==> config.mk <==
export PLATFORM = sky130hd
export DESIGN_NAME = xnor_shift_seq
export DESIGN_NICKNAME = d
export VERILOG_FILES = /design/src/rtl/xnor_shift_seq.sv
export SDC_FILE = /design/constraint.sdc
export NUM_CORES = 1
export LEC_CHECK = 0
export ABC_AREA = 1
export BUFFER_PORTS_ARGS = -buffer_cell sky130_fd_sc_hd__buf_4
export CAP_MARGIN = 25
export CORE_AREA = 5 5 42 44
export CTS_CLUSTER_DIAMETER = 80
export DETAILED_ROUTE_END_ITERATION = 10
export DIE_AREA = 0 0 47 49
export HOLD_SLACK_MARGIN = 0.02
export PLACE_DENSITY = 0.45
export SLEW_MARGIN = 20
export SYNTH_ARGS = -nofsm -noshare
export SYNTH_HDL_FRONTEND = slang
export SYNTH_SLANG_ARGS = --single-unit
==> constraint.sdc <==
create_clock -name clk -period 1.35 [get_ports clk]
set_input_delay 0 -clock clk [delete_from_list [all_inputs] [get_ports clk]]
set_output_delay 0 -clock clk [all_outputs]
set_load 0.005 [all_outputs]
==> src/rtl/xnor_shift_seq.sv <==
module xnor_shift_seq (
  input  logic       clk,
  input  logic       rst,
  input  logic       en,
  input  logic       load,
  input  logic [3:0] seed,
  output logic [3:0] state,
  output logic       wrap,
  output logic       lockup
);

  logic [3:0] q;
  logic       wrap_q;
  logic       fb;
  logic       stuck;

  assign stuck = &q;
  assign fb    = ~(q[3] ^ q[0]);

  always_ff @(posedge clk) begin
    if (rst) begin
      q      <= 4'b0000;
      wrap_q <= 1'b0;
    end else begin
      wrap_q <= 1'b0;
      if (load) begin
        q <= seed;
      end else if (stuck) begin
        q <= 4'b0000;
      end else if (en) begin
        q      <= {fb, q[3:1]};
        wrap_q <= (q == 4'b0001);
      end
    end
  end

  assign state  = q;
  assign wrap   = wrap_q;
  assign lockup = stuck;

endmodule

==> run metrics <==
Synthesis Warnings=0; Port-buffer cells=13; routed len/inst=9.00 um; post-synth net total=54; Required @ worst endpoint=1.35 ns; overall global routing resource usage=0.0769; # IOs=14; CP Class=flop to primary output; min-delay src=seed[2]; setup bufs post-CTS=0; highest clock rate=989 MHz; r2r worst-path depth=6; Layout fillers=168; first-pass GRT wire length=1.24 mm; Yosys reg bits=5; Synth-to-Final Area Change=57.9%; combinational power share=0.209; row count=14; largest net degree at the start of global routing=11; placed cell count=75; register area=100 sq um; Pre-antenna DRT Iters=2; routed via count=365; Initial Util=0.214; Switching Fraction=0.275; Final period util=0.749; Hold Path End=state[2]; reg2reg start=state[0]; vias in the first global route=319; Final Hold Vio Count=0; R2R Path End=state[2]; met3 WL=73 um; Residual DRC=0; post-layout min period=1.01 ns; Clock Tree Root=clkbuf_4; Metal-1 WL=308 um; Setup crit end kind=primary output; gpl congestion=0.805; Worst-path clk slew=0.05 ns; Fin Setup TNS=0 ns; Peak supply drop=0.000426 V; met2 wire len=314 um; Pint=317 uW; status=completed; worst hold-check path type=primary input to flop; clock power share=0.415; maxcap violations=0; die extent in x=47 um; Die Y=49 um; Core ar.=0.00140 sq mm; Startpoint Class=flop; clk_lat worst skew=0.25 ns; hpwl dp=576 um; CTS max path bufs=2; uppermost layer routed=met4; Rel. slew slack=0.828; synthesized cell area=300 sq um; worst-margin pin slew=0.257 ns; Final setup viols=0; Die Area=0.00230 sq mm; H-tree levels=1; hold path cells=3; Routed Antenna Nets=0; Max stage delay on crit path=0.33 ns; cells along the critical path=nand2_2, clkinv_2, nand2_4, inv_1, buf_4; DR vias/cell=4.45; Post-Syn Instances=46; Leak=0.000266 uW; fraction of layout cells with a size suffix above 1=0.348; Seq pwr share=0.376; register-to-register setup slack=0.46 ns; nets=75; Top delay family on crit path=flip-flops; CP max-delay cell=dfxtp_1; PD cells=923 mW/mm^2; area occupied by multi-input gates=165 sq um; # diodes=0; clock buffer count from CTS=3; Slew Limit Fails=0; Psw=120 uW; library cells used by synthesis=11; clk_skew=0.00207 ns; crit path DAT=1.01 ns; Initial DRC Count=3; Mapped Avg Cell Area=6.53 sq um; Sink Count=5; Non-Filler Instances=82; initial antenna violation count=0; WL final=738 um; largest fanout on the critical path=10; Buf+Inv Stages, Crit Path=3; CTS tree=built; RSZ-0062 raised after global routing=no; post-synthesis sequential area ratio=0.333; GRT overflow=0
## layer usage
metal  global-route usage  up-vias
met2               0.0995       12
li1                     -      184
met3               0.0295        5
met1               0.0861      164
met4               0.0829        0
met5                    0        -
## metrics by stage
step                setup WS, ns  area (sq um)  hold slack (ns)  utilization  power [uW]
finish                     0.339           474           0.0216        0.338         437
global route               0.274           474           0.0448        0.338         457
CTS                        0.335           474           0.0248        0.338         441
detailed placement         0.474           418            0.261        0.298         252
global placement           0.451           418            0.267        0.298         255
floorplan                  0.517           300            0.143            -         212
## power by group through the flow
stage                     sequential [uW]  combinational [uW]  clock [uW]
after floorplan                       168                44.5           0
after global placement                168                87.0           0
after detailed placement              167                85.0           0
after CTS                             165                92.6         184
after global routing                  165                 103         188
final                                 165                91.3         182
## sequential cells by signal, indices dropped and copies added, names as in the netlist
register / flops
state: 4
wrap: 1
## tightest hold or removal path, cell delays in order
cell and delay (ns):
buf_4 0.11, nand2_1 0.07, a21oi_2 0.05
## kinds of logic (layout without fill, tap and decap cells)
kind of cell,after synthesis,in the layout,synth area share
AOI/OAI and AO/OA,4,4,0.117
buffers and inverters,9,29,0.117
DFF,5,5,0.333
and+or+nand+nor,28,28,0.433
## cell type report
cell class,instances,share of cell area
Clock buffer,4,0.0554
Inverter,9,0.0739
Multi-Input combinational cell,32,0.348
Sequential cell,5,0.211
Tap cell,16,0.0422
Timing Repair Buffer,16,0.269
## synth_stat cells (all sizes together)
cell,instances,area [sq um]
nand4,1,6.26
inv,8,30.0
nor2,1,3.75
nor3,1,5.00
dfxtp,5,100
a21oi,4,35.0
nand2,16,70.1
clkinv,1,5.00
nand3,9,45.0
## how the worst max path moves through the flow
stage                     depth (start not counted)  slack [ns]      from       end
after floorplan                                   6        0.52  state[0]  state[3]
after global placement                            6        0.45  state[1]  state[3]
after detailed placement                          6        0.47  state[0]  state[3]
after CTS                                         5        0.34  state[0]    lockup
after global routing                              5        0.27  state[0]    lockup
final                                             5        0.34  state[0]    lockup
## placed cells by master, fill, tap and decap left out, drive strengths merged, types with 3 or more instances in the layout
cell	netlist	final
clkbuf	0	4
inv	8	8
buf	0	13
a21oi	4	4
nand3	9	9
dlygate4sd3	0	3
nand2	16	16
dfxtp	5	5
## what timing repair did
| action | in CTS | in global routing |
|---|---|---|
| hold endpoints to repair | 3 | 0 |
| gates resized for setup | 0 | 0 |
| hold buffers | 3 | 0 |
| endpoints found under the setup margin | 0 | 0 |
(Power assumes the default switching activity.)
